--- src/rtl/nand_cmd_pkg.sv ---
package nand_cmd_pkg;
  typedef enum logic [2:0] {
    OP_NONE  = 3'd0,
    OP_READ  = 3'd1,
    OP_PROG  = 3'd2,
    OP_ERASE = 3'd3,
    OP_STAT  = 3'd4,
    OP_ID    = 3'd5,
    OP_RST   = 3'd6
  } op_e;

  typedef enum logic [1:0] {
    ST_IDLE = 2'd0,
    ST_ADDR = 2'd1,
    ST_CONF = 2'd2
  } seq_st_e;

  localparam logic [7:0] OPC_RST     = 8'hFF;
  localparam logic [7:0] OPC_READ    = 8'h00;
  localparam logic [7:0] OPC_PROG    = 8'h80;
  localparam logic [7:0] OPC_PROG_GO = 8'h10;
  localparam logic [7:0] OPC_ERASE   = 8'h60;
  localparam logic [7:0] OPC_ERASE_GO= 8'hD0;
  localparam logic [7:0] OPC_STAT    = 8'h70;
  localparam logic [7:0] OPC_ID      = 8'h90;
endpackage

--- src/rtl/nand_bus_sampler.sv ---
module nand_bus_sampler #(
  parameter int DW = 8
) (
  input  logic          clk_i,
  input  logic          rst_ni,
  input  logic          ce_n_i,
  input  logic          we_n_i,
  input  logic          cle_i,
  input  logic          ale_i,
  output logic          cmd_stb_o,
  output logic          addr_stb_o
);
  logic we_q;
  logic rise;

  always_ff @(posedge clk_i or negedge rst_ni) begin
    if (!rst_ni) we_q <= 1'b1;
    else         we_q <= we_n_i;
  end

  assign rise       = we_n_i & ~we_q & ~ce_n_i;
  assign cmd_stb_o  = rise & cle_i & ~ale_i;
  assign addr_stb_o = rise & ale_i & ~cle_i;
endmodule

--- src/rtl/nand_addr_collect.sv ---
module nand_addr_collect #(
  parameter int DW    = 8,
  parameter int COL_W = 5,
  parameter int ROW_W = 14,
  localparam int HI_W   = ROW_W - DW,
  localparam int ADDR_W = COL_W + ROW_W
) (
  input  logic              clk_i,
  input  logic              rst_ni,
  input  logic              clr_i,
  input  logic              take_i,
  input  logic              row_only_i,
  input  logic [DW-1:0]     byte_i,
  output logic [1:0]        cnt_o,
  output logic [ADDR_W-1:0] addr_o
);
  logic [COL_W-1:0] col_q;
  logic [DW-1:0]    lo_q;
  logic [HI_W-1:0]  hi_q;
  logic [1:0]       cnt_q;

  always_ff @(posedge clk_i or negedge rst_ni) begin
    if (!rst_ni) begin
      col_q <= '0;
      lo_q  <= '0;
      hi_q  <= '0;
      cnt_q <= '0;
    end else if (clr_i) begin
      col_q <= '0;
      lo_q  <= '0;
      hi_q  <= '0;
      cnt_q <= '0;
    end else if (take_i) begin
      cnt_q <= cnt_q + 2'd1;
      case (cnt_q)
        2'd0: if (row_only_i) lo_q <= byte_i;
              else            col_q <= byte_i[COL_W-1:0];
        2'd1: if (row_only_i) hi_q <= byte_i[HI_W-1:0];
              else            lo_q <= byte_i;
        default: hi_q <= byte_i[HI_W-1:0];
      endcase
    end
  end

  assign cnt_o  = cnt_q;
  assign addr_o = {hi_q, lo_q, col_q};
endmodule

--- src/rtl/nand_seq_fsm.sv ---
module nand_seq_fsm
  import nand_cmd_pkg::*;
#(
  parameter int DW = 8
) (
  input  logic          clk_i,
  input  logic          rst_ni,
  input  logic          cmd_stb_i,
  input  logic          addr_stb_i,
  input  logic [DW-1:0] byte_i,
  input  logic          busy_i,
  input  logic [1:0]    cnt_i,
  output logic          clr_o,
  output logic          take_o,
  output logic          row_only_o,
  output logic          op_valid_o,
  output op_e           op_kind_o,
  output logic          cmd_err_o,
  output logic          seq_err_o
);
  seq_st_e st_q, st_d;
  op_e     pend_q, pend_d;
  logic    v_d, ce_d, se_d;
  op_e     k_d;
  logic    v_q, ce_q, se_q;
  op_e     k_q;
  logic [7:0] conf_code;
  logic [1:0] last_cnt;
  logic       conf_hit;

  assign conf_code = (pend_q == OP_PROG) ? OPC_PROG_GO : OPC_ERASE_GO;
  assign last_cnt  = (pend_q == OP_ERASE) ? 2'd1 : 2'd2;
  assign conf_hit  = (st_q == ST_CONF) && (byte_i[7:0] == conf_code);

  always_comb begin
    st_d   = st_q;
    pend_d = pend_q;
    v_d    = 1'b0;
    k_d    = OP_NONE;
    ce_d   = 1'b0;
    se_d   = 1'b0;
    clr_o  = 1'b0;
    take_o = 1'b0;
    if (cmd_stb_i) begin
      st_d = ST_IDLE;
      if (conf_hit) begin
        if (busy_i) ce_d = 1'b1;
        else begin
          v_d = 1'b1;
          k_d = pend_q;
        end
      end else begin
        // abort of an unfinished sequence, byte then decoded afresh
        if (st_q != ST_IDLE) se_d = 1'b1;
        case (byte_i[7:0])
          OPC_RST:  begin v_d = 1'b1; k_d = OP_RST;  end
          OPC_STAT: begin v_d = 1'b1; k_d = OP_STAT; end
          OPC_ID: begin
            if (busy_i) ce_d = 1'b1;
            else begin v_d = 1'b1; k_d = OP_ID; end
          end
          OPC_READ, OPC_PROG, OPC_ERASE: begin
            if (busy_i) ce_d = 1'b1;
            else begin
              st_d  = ST_ADDR;
              clr_o = 1'b1;
              pend_d = (byte_i[7:0] == OPC_READ) ? OP_READ :
                       (byte_i[7:0] == OPC_PROG) ? OP_PROG : OP_ERASE;
            end
          end
          default: ce_d = 1'b1;
        endcase
      end
    end else if (addr_stb_i && st_q == ST_ADDR) begin
      take_o = 1'b1;
      if (cnt_i == last_cnt) begin
        if (pend_q != OP_READ) st_d = ST_CONF;
        else begin
          st_d = ST_IDLE;
          if (busy_i) ce_d = 1'b1;
          else begin v_d = 1'b1; k_d = OP_READ; end
        end
      end
    end
  end

  always_ff @(posedge clk_i or negedge rst_ni) begin
    if (!rst_ni) begin
      st_q   <= ST_IDLE;
      pend_q <= OP_NONE;
      v_q    <= 1'b0;
      k_q    <= OP_NONE;
      ce_q   <= 1'b0;
      se_q   <= 1'b0;
    end else begin
      st_q   <= st_d;
      pend_q <= pend_d;
      v_q    <= v_d;
      k_q    <= k_d;
      ce_q   <= ce_d;
      se_q   <= se_d;
    end
  end

  assign row_only_o = (pend_q == OP_ERASE);
  assign op_valid_o = v_q;
  assign op_kind_o  = k_q;
  assign cmd_err_o  = ce_q;
  assign seq_err_o  = se_q;
endmodule

--- src/rtl/nand_cmd_decoder.sv ---
module nand_cmd_decoder
  import nand_cmd_pkg::*;
#(
  parameter int DW    = 8,
  parameter int COL_W = 5,
  parameter int ROW_W = 14,
  parameter int BLK_W = 7,
  localparam int ADDR_W = COL_W + ROW_W
) (
  input  logic              clk_i,
  input  logic              rst_ni,
  input  logic              ce_n_i,
  input  logic              we_n_i,
  input  logic              cle_i,
  input  logic              ale_i,
  input  logic [DW-1:0]     io_i,
  input  logic              busy_i,
  output logic              op_valid_o,
  output logic [2:0]        op_kind_o,
  output logic [ADDR_W-1:0] addr_o,
  output logic [BLK_W-1:0]  blk_o,
  output logic              cmd_err_o,
  output logic              seq_err_o
);
  logic       cmd_stb, addr_stb;
  logic       clr, take, row_only;
  logic [1:0] cnt;
  op_e        kind;

  nand_bus_sampler #(.DW(DW)) u_smp (
    .clk_i      (clk_i),
    .rst_ni     (rst_ni),
    .ce_n_i     (ce_n_i),
    .we_n_i     (we_n_i),
    .cle_i      (cle_i),
    .ale_i      (ale_i),
    .cmd_stb_o  (cmd_stb),
    .addr_stb_o (addr_stb)
  );

  nand_addr_collect #(.DW(DW), .COL_W(COL_W), .ROW_W(ROW_W)) u_adr (
    .clk_i      (clk_i),
    .rst_ni     (rst_ni),
    .clr_i      (clr),
    .take_i     (take),
    .row_only_i (row_only),
    .byte_i     (io_i),
    .cnt_o      (cnt),
    .addr_o     (addr_o)
  );

  nand_seq_fsm #(.DW(DW)) u_fsm (
    .clk_i      (clk_i),
    .rst_ni     (rst_ni),
    .cmd_stb_i  (cmd_stb),
    .addr_stb_i (addr_stb),
    .byte_i     (io_i),
    .busy_i     (busy_i),
    .cnt_i      (cnt),
    .clr_o      (clr),
    .take_o     (take),
    .row_only_o (row_only),
    .op_valid_o (op_valid_o),
    .op_kind_o  (kind),
    .cmd_err_o  (cmd_err_o),
    .seq_err_o  (seq_err_o)
  );

  assign op_kind_o = kind;
  assign blk_o     = addr_o[ADDR_W-1 -: BLK_W];
endmodule

--- config.mk ---
export PLATFORM = sky130hd
export DESIGN_NAME = nand_cmd_decoder
export DESIGN_NICKNAME = d
export VERILOG_FILES = /design/src/rtl/nand_cmd_pkg.sv /design/src/rtl/nand_bus_sampler.sv /design/src/rtl/nand_addr_collect.sv /design/src/rtl/nand_seq_fsm.sv /design/src/rtl/nand_cmd_decoder.sv
export SDC_FILE = /design/constraint.sdc
export NUM_CORES = 1
export LEC_CHECK = 0
export BUFFER_PORTS_ARGS = -buffer_cell sky130_fd_sc_hd__buf_2
export CAP_MARGIN = 25
export CORE_MARGIN = 2
export CORE_UTILIZATION = 39
export DETAILED_ROUTE_END_ITERATION = 10
export GPL_ROUTABILITY_DRIVEN = 0
export SLEW_MARGIN = 40
export SYNTH_ARGS = -nofsm -noshare
export SYNTH_HDL_FRONTEND = slang
export SYNTH_SLANG_ARGS = --single-unit
--- constraint.sdc ---
create_clock -name clk_i -period 2.1 [get_ports clk_i]
set_input_delay 0.42 -clock clk_i [delete_from_list [all_inputs] [get_ports clk_i]]
set_output_delay 0.42 -clock clk_i [all_outputs]
set_load 0.02 [all_outputs]
==> flow_metrics.env <==
export IMPL_status="finished with violations"
export IMPL_violations="design-rule violations"
export IMPL_syn_area_mm2=0.001797
export IMPL_p_sw_mw=0.3056
export IMPL_synth_area_top_cells="dfrtp_1 (43%), nand2_1 (4.0%), buf_4 (3.8%), inv_1 (3.3%), o21ai_0 (3.1%)"
export IMPL_synth_seq_area_share_pct=44.64
export IMPL_synth_top_flop_cell="dfrtp_1"
export IMPL_slew_headroom_pct=58.27
export IMPL_rows=24
export IMPL_syn_to_final_growth_pct=23.05
export IMPL_totalWireLength_um=4362
export IMPL_drive_above_1_share_pct=31.82
export IMPL_setup_worst_path_end_class="flip-flop"
export IMPL_clk_latency_ps=280
export IMPL_min_period_ps=1860
export IMPL_cts_tree="done"
export IMPL_p_int_mw=1.011
export IMPL_required_ps=2290
export IMPL_power_mw=1.317
export IMPL_h_tree_depth=2
export IMPL_reg2reg_from="u_fsm.pend_q[0]"
export IMPL_final_cell_mix="buf_2 (45), dfrtp_1 (31), nand2_1 (19)"
export IMPL_ir_drop_mv=0.4171
export IMPL_initial_core_util_pct=40.98
export IMPL_die_x_um=71.88
export IMPL_antenna_found_initial=0
export IMPL_die_area_mm2=0.005166
export IMPL_tightest_slew_ps=619.4
export IMPL_synth_area_leader_cell="dfrtp_1"
export IMPL_grt_pass1_wl_um=7231
export IMPL_ff2ff_path_depth=4
export IMPL_min_path_type="in2async"
export IMPL_crit_path_start_kind="flip-flop"
export IMPL_grt_remaining_overflow=0
export IMPL_ys_seq_elements=32
export IMPL_switching_share_pct=23.21
export IMPL_p_comb_share_pct=7.8
export IMPL_cts_buffers_inserted=5
export IMPL_cp_max_fo=8
export IMPL_maxCapViolations=0
export IMPL_finalSetupViolCount=0
export IMPL_coreArea_mm2=0.004384
export IMPL_fin_nets=258
export IMPL_syn_nets=209
export IMPL_cts_reportedPaths_clkPinSlew_ps=70
export IMPL_grt_pass1_vias=1501
export IMPL_die_h_um=71.88
export IMPL_routed_via_density=5.371
export IMPL_grt_max_degree=33
export IMPL_dp_hpwl_um=3244
export IMPL_p_per_area_mw_per_mm2=595.7
export IMPL_dr_first_iter_drc_count=113
export IMPL_portBuffers=46
export IMPL_final_max_slew_viol_count=0
export IMPL_drtPass1Iterations=9
export IMPL_ant_nets=0
export IMPL_cts_setup_buffers=0
export IMPL_synth_edf_count=0
export IMPL_antenna_cells=0
export IMPL_finalClockSkew_ps=8.342
export IMPL_rsz0062_at_grt="false"
export IMPL_p_leak_nw=1.016
export IMPL_dr_total_vias=1579
export IMPL_synth_top_area_share_pct=43.18
export IMPL_ctsHoldBuffers=0
export IMPL_track_usage_pct=18.04
export IMPL_final_common_cell="buf_2"
export IMPL_path_class="reg2reg"
export IMPL_clockBufferDepth=2
export IMPL_post_route_period_util_pct=88.55
export IMPL_cp_arrival_ps=2050
export IMPL_reg2reg_to="u_fsm.op_kind_o[0]"
export IMPL_synth_cells=192
export IMPL_async_flop_share_pct=100.0
export IMPL_hold_viol=0
export IMPL_synth_cell_type_count=51
export IMPL_ff2ff_setup_slack_ps=240
export IMPL_p_seq_share_pct=47.7
export IMPL_tns_ps=0
export IMPL_fmax_mhz=537.8
export IMPL_wl_per_cell_um=14.84
export IMPL_syn_avg_cell_area_um2=9.358
export IMPL_cts_resized=0
export IMPL_drc=1
export IMPL_numClockSinks=32
export IMPL_clkPwrFrac_pct=44.4
export IMPL_synth_warnings=0
export IMPL_io_pin_count=47
export IMPL_clock_root_buffer="clkbuf_8"
[state kept, by name, summed over array words and instances, names as in the netlist, 2 cells and up]
signal,cells
u_adr.lo_q,8
u_fsm.pend_q,2
u_fsm.op_kind_o,3
u_fsm.st_q,2
u_adr.col_q,5
u_adr.hi_q,6
u_adr.cnt_o,2
[logic make-up (layout without fill, tap and decap cells)]
family          count (synthesis)  after routing  share of synthesized area, %
xor+xnor                        1              1                        0.4876
buf+inv                        35             85                         10.03
fa+ha+maj                       2              2                         1.393
compound gates                 50             50                         20.68
simple gates                   70             70                         21.66
flops                          32             32                         44.64
mux                             2              2                         1.114
[final cells by class]
| cell class | instances | area, um^2 |
|---|---|---|
| tap | 52 | 65.06 |
| clock inverter | 3 | 42.54 |
| inverter | 16 | 60.06 |
| timing repair buffer | 61 | 357.8 |
| multi-input combinational | 125 | 814.5 |
| fill | 434 | 2173 |
| sequential | 32 | 802.0 |
| clock buffer | 5 | 68.82 |
[layer usage]
layer	GRT usage (%)	routed length [um]	vias to the layer above
met4	5.031	10	0
met2	28.60	2067	31
li1	-	-	783
met3	3.797	156	2
met1	25.09	2127	763
met5	0	0	-
[power by group through the flow]
stage	registers, mW	clock network (mW)	logic (mW)
6_report	0.629	0.585	0.103
5_1_grt	0.630	0.623	0.115
4_1_cts	0.629	0.598	0.104
3_5_place_dp	0.641	0	0.103
3_3_place_gp	0.641	0	0.103
2_1_floorplan	0.643	0	0.0497
[how the worst max path moves through the flow]
stage               slack [ps]                  to       startpoint  cells after the start
global placement           120     u_fsm.cmd_err_o          io_i[3]                      6
floorplan                  270    u_fsm.op_valid_o          io_i[7]                      5
CTS                        250  u_fsm.op_kind_o[0]       u_smp.we_q                      4
detailed placement         110  u_fsm.op_kind_o[0]           ce_n_i                      5
finish                     240  u_fsm.op_kind_o[0]  u_fsm.pend_q[0]                      4
global route               140  u_fsm.op_kind_o[0]  u_fsm.pend_q[0]                      4
[worst max-delay path, cell delays in order, from the launching register on]
cell and delay [ps]:
dfrtp_1 470, or4b_2 630, o21ai_0 270, a21oi_1 160
o31ai_2 250
[cell usage after synthesis (2+ instances only)]
library cell	n
nor2b_1	2
dfrtp_1	31
nand3_1	5
buf_4	9
nor3_1	7
and3_1	2
and2_1	2
clkbuf_1	3
nor2_1	10
o32ai_1	2
buf_2	5
nand4bb_1	2
inv_1	16
mux2i_1	2
o2bb2ai_1	5
nand2b_1	4
nand2_1	19
a21oi_1	8
o31ai_1	5
o22ai_1	5
o21ai_0	11
nor4_1	2
nor3b_1	2
ha_1	2
a31oi_1	2
nand4_1	4
[per-stage QoR]
step	utilization (%)	instance area [um^2]	hold WS (ps)	setup slack [ps]	instances
after floorplan	-	1797	124.4	267.3	192
after global placement	47.83	2097	524.1	118.3	286
after detailed placement	47.83	2097	524.2	107.5	286
after CTS	50.37	2208	221.6	251.4	294
after global routing	50.43	2211	100.6	139.9	294
final	50.43	2211	69.67	240.5	294
Power figures use the tool's default switching activity.
